$ cat config.mk
export PLATFORM = sky130hd
export DESIGN_NAME = ccr_branch_unit
export DESIGN_NICKNAME = d
export VERILOG_FILES = /design/src/rtl/ccr_pkg.sv /design/src/rtl/ccr_flag_reg.sv /design/src/rtl/ccr_branch_eval.sv /design/src/rtl/ccr_branch_unit.sv
export SDC_FILE = /design/constraint.sdc
export NUM_CORES = 1
export LEC_CHECK = 0
export BUFFER_PORTS_ARGS = -buffer_cell sky130_fd_sc_hd__buf_4
export CORE_AREA = 2 2 39 41
export DETAILED_ROUTE_END_ITERATION = 6
export DIE_AREA = 0 0 41 43
export PLACE_DENSITY = 0.71
export REMOVE_ABC_BUFFERS = 1
export SLEW_MARGIN = 20
export SYNTH_ARGS = -nofsm -noshare
export SYNTH_HDL_FRONTEND = slang
export SYNTH_HIERARCHICAL = 1
export SYNTH_SLANG_ARGS = --single-unit
$ cat constraint.sdc
create_clock -name clk -period 1.2 [get_ports clk]
set_input_delay 0.18 -clock clk [delete_from_list [all_inputs] [get_ports clk]]
set_output_delay 0.18 -clock clk [all_outputs]
set_load 0.02 [all_outputs]
$ cat src/rtl/ccr_pkg.sv
package ccr_pkg;

    localparam int CCR_W  = 8;
    localparam int FLAG_W = 4;
    localparam int COND_W = 4;
    localparam logic [CCR_W-1:0] CCR_RESET = 8'hF0;

    // bit positions inside the register byte
    localparam int POS_C = 0;
    localparam int POS_V = 1;
    localparam int POS_Z = 2;
    localparam int POS_N = 3;
    localparam int POS_I = 4;

    typedef struct packed {
        logic s;
        logic x;
        logic h;
        logic i;
        logic n;
        logic z;
        logic v;
        logic c;
    } ccr_t;

    typedef enum logic [2:0] {
        CMD_NONE  = 3'd0,
        CMD_CLR_C = 3'd1,
        CMD_SET_C = 3'd2,
        CMD_CLR_V = 3'd3,
        CMD_SET_V = 3'd4,
        CMD_CLR_I = 3'd5,
        CMD_SET_I = 3'd6,
        CMD_LOAD  = 3'd7
    } flag_cmd_e;

    // even member of each selector pair; odd member is its inverse
    typedef enum logic [2:0] {
        PAIR_ALWAYS = 3'd0,
        PAIR_HI     = 3'd1,
        PAIR_CC     = 3'd2,
        PAIR_NE     = 3'd3,
        PAIR_VC     = 3'd4,
        PAIR_PL     = 3'd5,
        PAIR_GE     = 3'd6,
        PAIR_GT     = 3'd7
    } cond_pair_e;

    function automatic logic pair_base(input cond_pair_e p, input ccr_t f);
        logic lt_s;
        lt_s = f.n ^ f.v;
        case (p)
            PAIR_ALWAYS: pair_base = 1'b1;
            PAIR_HI:     pair_base = ~(f.c | f.z);
            PAIR_CC:     pair_base = ~f.c;
            PAIR_NE:     pair_base = ~f.z;
            PAIR_VC:     pair_base = ~f.v;
            PAIR_PL:     pair_base = ~f.n;
            PAIR_GE:     pair_base = ~lt_s;
            PAIR_GT:     pair_base = ~(f.z | lt_s);
            default:     pair_base = 1'b0;
        endcase
    endfunction

endpackage

$ cat src/rtl/ccr_flag_reg.sv
module ccr_flag_reg
    import ccr_pkg::*;
#(
    parameter int W  = CCR_W,
    parameter int FW = FLAG_W
) (
    input  logic          clk,
    input  logic          rst,
    input  logic [FW-1:0] alu_we,
    input  logic [FW-1:0] alu_flags,
    input  flag_cmd_e     cmd,
    input  logic [W-1:0]  acc_in,
    output logic [W-1:0]  q
);
    logic [W-1:0] alu_merged;
    logic [W-1:0] nxt;

    // ALU write under mask, one lane per arithmetic flag
    for (genvar k = 0; k < W; k++) begin : g_lane
        if (k < FW) begin : g_alu
            assign alu_merged[k] = alu_we[k] ? alu_flags[k] : q[k];
        end else begin : g_keep
            assign alu_merged[k] = q[k];
        end
    end

    // explicit commands are applied on top of the ALU result
    always_comb begin
        nxt = alu_merged;
        case (cmd)
            CMD_CLR_C: nxt[POS_C] = 1'b0;
            CMD_SET_C: nxt[POS_C] = 1'b1;
            CMD_CLR_V: nxt[POS_V] = 1'b0;
            CMD_SET_V: nxt[POS_V] = 1'b1;
            CMD_CLR_I: nxt[POS_I] = 1'b0;
            CMD_SET_I: nxt[POS_I] = 1'b1;
            CMD_LOAD:  nxt        = acc_in;
            default:   ;
        endcase
    end

    always_ff @(posedge clk) begin
        if (rst) q <= CCR_RESET;
        else     q <= nxt;
    end
endmodule

$ cat src/rtl/ccr_branch_eval.sv
module ccr_branch_eval
    import ccr_pkg::*;
#(
    parameter int CW = COND_W
) (
    input  ccr_t          flags,
    input  logic [CW-1:0] cond,
    output logic          take
);
    cond_pair_e pair;

    always_comb begin
        pair = cond_pair_e'(cond[CW-1:1]);
        take = pair_base(pair, flags) ^ cond[0];
    end
endmodule

$ cat src/rtl/ccr_branch_unit.sv
module ccr_branch_unit
    import ccr_pkg::*;
(
    input  logic               clk,
    input  logic               rst,
    input  logic [FLAG_W-1:0]  alu_we,
    input  logic [FLAG_W-1:0]  alu_flags,
    input  logic [2:0]         cmd,
    input  logic [CCR_W-1:0]   acc_in,
    input  logic [COND_W-1:0]  cond,
    output logic [CCR_W-1:0]   ccr_out,
    output logic               take
);
    logic [CCR_W-1:0] reg_q;

    ccr_flag_reg #(.W(CCR_W), .FW(FLAG_W)) u_reg (
        .clk       (clk),
        .rst       (rst),
        .alu_we    (alu_we),
        .alu_flags (alu_flags),
        .cmd       (flag_cmd_e'(cmd)),
        .acc_in    (acc_in),
        .q         (reg_q)
    );

    ccr_branch_eval #(.CW(COND_W)) u_eval (
        .flags (ccr_t'(reg_q)),
        .cond  (cond),
        .take  (take)
    );

    assign ccr_out = reg_q;
endmodule

---- Word-level counts from Yosys, hierarchy flattened ----
Cells that the tools add are included.
word-level totals
  register bits ........................... 8
  input bits .............................. 25
  output and inout bits ................... 9
  word-level logic and storage cells ...... 46
cells by class
  equal/unequal tests ..................... 14
  multiplexer cells ....................... 9
  bitwise operators ....................... 11
  reduce and logical (&&, ||, !) cells .... 6
operators with widths
  kind                                                                    count
  3-bit equality test (second input constant)                             8
  3-bit by 2-bit equality test with 1-bit output (second input constant)  4
  1-bit case mux with 3 select lines                                      3
  1-bit case mux with 8 select lines                                      1
  4-bit nonzero test                                                      2
  1-bit NOT                                                               7
  3-bit by 1-bit equality test with 1-bit output (second input constant)  2
  1-bit 2-to-1 mux                                                        4
  2-bit nonzero test                                                      2
  3-bit logical NOT                                                       1
  3-bit nonzero test                                                      1
  2-bit 2-to-1 mux                                                        1
  1-bit bitwise OR                                                        2
  1-bit bitwise XOR                                                       2

---- Logic depth before layout (Yosys ltp) ----
  word-level depth ........................ 5
  mapped depth ............................ 4
  depth with buffers taken out ............ 4

---- Modules after synthesis ----
The synthesis kept the hierarchy.
by module, submodules not included
  module           instances  cells each  area each (um2)  seq. area each (um2)
  ccr_flag_reg     1          42          385.4            160.2
  ccr_branch_eval  1          11          82.6             0.0

---- Worst setup path after synthesis ----
No wires, ideal clock.
  path type ............................... register to output
  start ................................... register u_reg.q[3]
  end ..................................... output port take
  arrival ................................. 1.220 ns
  data required time ...................... 1.020 ns
  setup slack ............................. -0.200 ns
  stages on the path, launching flop included .. 5
  path buffers ............................ 0
  path through ............................ dfxtp_1 > and3_1 > a211o_1 > o221ai_2 > xnor2_1
between the ends
  longest elaborated chain between the ends .. 5
RTL lines
  what                                    RTL line               text
  from (decl)                             ccr_flag_reg.sv:13     output logic [W-1:0] q
  from (signal assigned)                  ccr_flag_reg.sv:44     else q <= nxt;
  1-bit bitwise XOR                       ccr_pkg.sv:51          lt_s = f.n ^ f.v;
  1-bit bitwise OR                        ccr_pkg.sv:60          PAIR_GT: pair_base = ~(f.z | lt_s);
  1-bit NOT                               ccr_pkg.sv:60
  1-bit case mux with 8 select lines (*)  ccr_pkg.sv:52          case (p)
  1-bit bitwise XOR (*)                   ccr_branch_eval.sv:14  take = pair_base(pair, flags) ^ cond[0];
  to (decl)                               ccr_branch_unit.sv:12  output logic take
Mark *: on every way between the ends. The rest lies on a longest branch, timed or not.

---- Worst setup path in the final report ----
Ends and elaborated chain as after synthesis.

==> results.toml <==
[status]
status = "finished, violations left"
violations = "setup timing"

[place]
numPortBuffers = 33
dp_hpwl_um = 909
gp_congestion = 0.680
dpl-instance-area_um2 = 747
dpl_worst_slack_ns = -0.0976

[global_route]
grt-ovfl-total = 0
grt_usage = 0.143
grt_max_degree = 12
grt_pass1_vias = 474
grt_pass1_wl_um = 1740
antenna_found_initial = 0

[clocking]
cts_root_buf = "clkbuf_4"
clock_path_buffers = 2
hold_buffers = 0
cts_inserted_buffers = 3
cts_tree = "done"
clock-sinks = 8
htree_levels = 1
clk_latency_ns = 0.24
clk_pin_slew_ns = 0.05

[setup_path]
start_kind = "flip-flop"
worstPathRequired_ns = 1.02
crit_path_max_fanout = 4
critPathKind = "flip-flop to output port"
arrival_ns = 1.32
cpMaxStageDelayCell = "dfxtp_2"
cpPeakStageDelay_ns = 0.33
cp-end-kind = "output port"
crit_path_cell_trace = "and3_4, a211o_1, o221ai_2, xnor2_1, buf_4"

[layout]
insertedDiodeCount = 0
layout_commonest_cell = "buf_4"
syn_to_final_growth_pct = 67.1
fill_cells = 136
reg_top3 = "u_reg/q x8"
post-route-cell-area_um2 = 782
most-common-layout-cells = "36 x buf_4, 6 x a21oi_1, 6 x dfxtp_1"
largest_reg_flops = 8
top_register = "u_reg/q"
final_nets = 118
final_util = 0.565
drive_above_1_share = 0.495

[timing]
period_share = 1.25
hold_slack_ns = 0.146
max_freq_mhz = 667
skew_ns = 0
setup_viol = 1
min_period_ns = 1.50
worst_slack_ns = -0.299
final-hold-violation-count = 0
rsz0062_at_grt = "true"
slew_viol_final = 0
worst_pin_slew_ns = 0.390
max_slew_margin = 0.739

[logic_synthesis]
postSynthAreaPerCell_um2 = 8.83
ys_seq_area_frac = 0.342
synthCells = 53
yosys-top-cells-area = "dfxtp_1 34%, mux2i_1 11%, a211o_1 7.5%, a21oi_1 6.4%, inv_1 4.0%"
syn_area_um2 = 468
synth_edf_count = 0
synth-async-reset-ratio = 0
ys_warn_count = 6
synth_ff_type = "dfxtp_1"
ys_types = 23
synth_top_area_frac = 0.342
yosysTopAreaCell = "dfxtp_1"
synth-seq-cells = 8

[power_and_ir_drop]
power_frac_seq = 0.409
netSwitchingFraction = 0.269
p_comb_frac = 0.323
leakage_nw = 0.394
p_per_area_mw_per_mm2 = 936
p_switching_mw = 0.197
clkPwrFrac = 0.268
p_int_mw = 0.535
peakVddDrop_mv = 0.526

[floorplan]
initial_utilization = 0.338
die_w_um = 41
die_h_um = 43
fp-row-count = 14
dieArea_mm2 = 0.00176
ios = 34
fp.coreArea_mm2 = 0.00138

[job]
cap_violations = 0

[route]
detail_route.wl_per_cell_um = 10.3
drtPass1Iterations = 2
vias_per_cell = 4.87
route.detailed.drc = 0
drt_iter0_drc = 2
wirelength_um = 1100
ant_nets = 0
dr_total_vias = 521

[hold_path]
hold_path_class = "primary input to flip-flop"
[routing by layer]
metal	GRT usage	part of all wire	up-vias
li1	-	-	271
met1	0.163	0.41	231
met5	0	0	-
met4	0.100	0.017	0
met3	0.0157	0.067	2
met2	0.231	0.51	17
[cells in the mapped netlist, types with 2 or more instances]
| master | n |
|---|---|
| nor2_1 | 5 |
| a211o_1 | 4 |
| nand2_1 | 2 |
| inv_1 | 5 |
| a211oi_1 | 2 |
| dfxtp_1 | 8 |
| or2b_1 | 2 |
| a21oi_1 | 6 |
| mux2i_1 | 5 |
[worst max-delay path: cells and delay by family (launching register included)]
family | cells | cell delay (ns)
buffers and inverters | 1 | 0.16
DFF | 1 | 0.33
AOI/OAI and AO/OA | 2 | 0.30
and+or+nand+nor | 1 | 0.16
xor gates and xnor gates | 1 | 0.14
[power groups by stage]
| stage | sequential (mW) | combinational, mW | clock [mW] |
|---|---|---|---|
| after floorplan | 0.326 | 0.0800 | 0 |
| after global placement | 0.303 | 0.231 | 0 |
| after detailed placement | 0.303 | 0.236 | 0 |
| after CTS | 0.300 | 0.239 | 0.205 |
| after global routing | 0.302 | 0.256 | 0.219 |
| final | 0.300 | 0.236 | 0.196 |
[kinds of logic (layout without fill, tap and decap cells)]
group | after synthesis | after routing | share of synthesized area
AOI/OAI and AO/OA | 19 | 19 | 0.307
xor gates and xnor gates | 1 | 1 | 0.0187
buffers and inverters | 6 | 44 | 0.0642
DFF | 8 | 8 | 0.342
muxes | 5 | 5 | 0.107
and+or+nand+nor | 14 | 14 | 0.160
[final timing paths]
kind / from / endpoint / slack [ns] / cells after the start
worst max-delay path: u_reg/q[3] / take / -0.30 / 5
worst max register to register: u_reg/q[0] / u_reg/q[0] / 0.16 / 4
worst min register to register: u_reg/q[5] / u_reg/q[5] / 0.46 / 1
worst min-delay path: rst / u_reg/q[1] / 0.15 / 2
[through the flow]
step / cells / TNS, ns / power [mW]
6_report: 107 / -0.299 / 0.732
5_1_grt: 107 / -0.388 / 0.776
4_1_cts: 107 / -0.313 / 0.744
3_5_place_dp: 104 / -0.0976 / 0.539
3_3_place_gp: 104 / -0.0729 / 0.534
2_1_floorplan: 52 / -0.200 / 0.406
[area by class of cell]
type                       instances  area, um^2  share of cell area
multi-input combinational         39         288               0.368
inverter                           5        18.8              0.0240
clock buffer                       3        22.5              0.0288
tap                               16        20.0              0.0256
sequential                         8         163               0.208
timing repair buffer              36         270               0.346
[timing repair]
action	4_1_cts	5_1_grt
buffers inserted	0	0
setup endpoints to repair	1	1
resized for setup	5	0
pin swaps	3	2
Note: power is estimated with default switching activity, not from simulation.
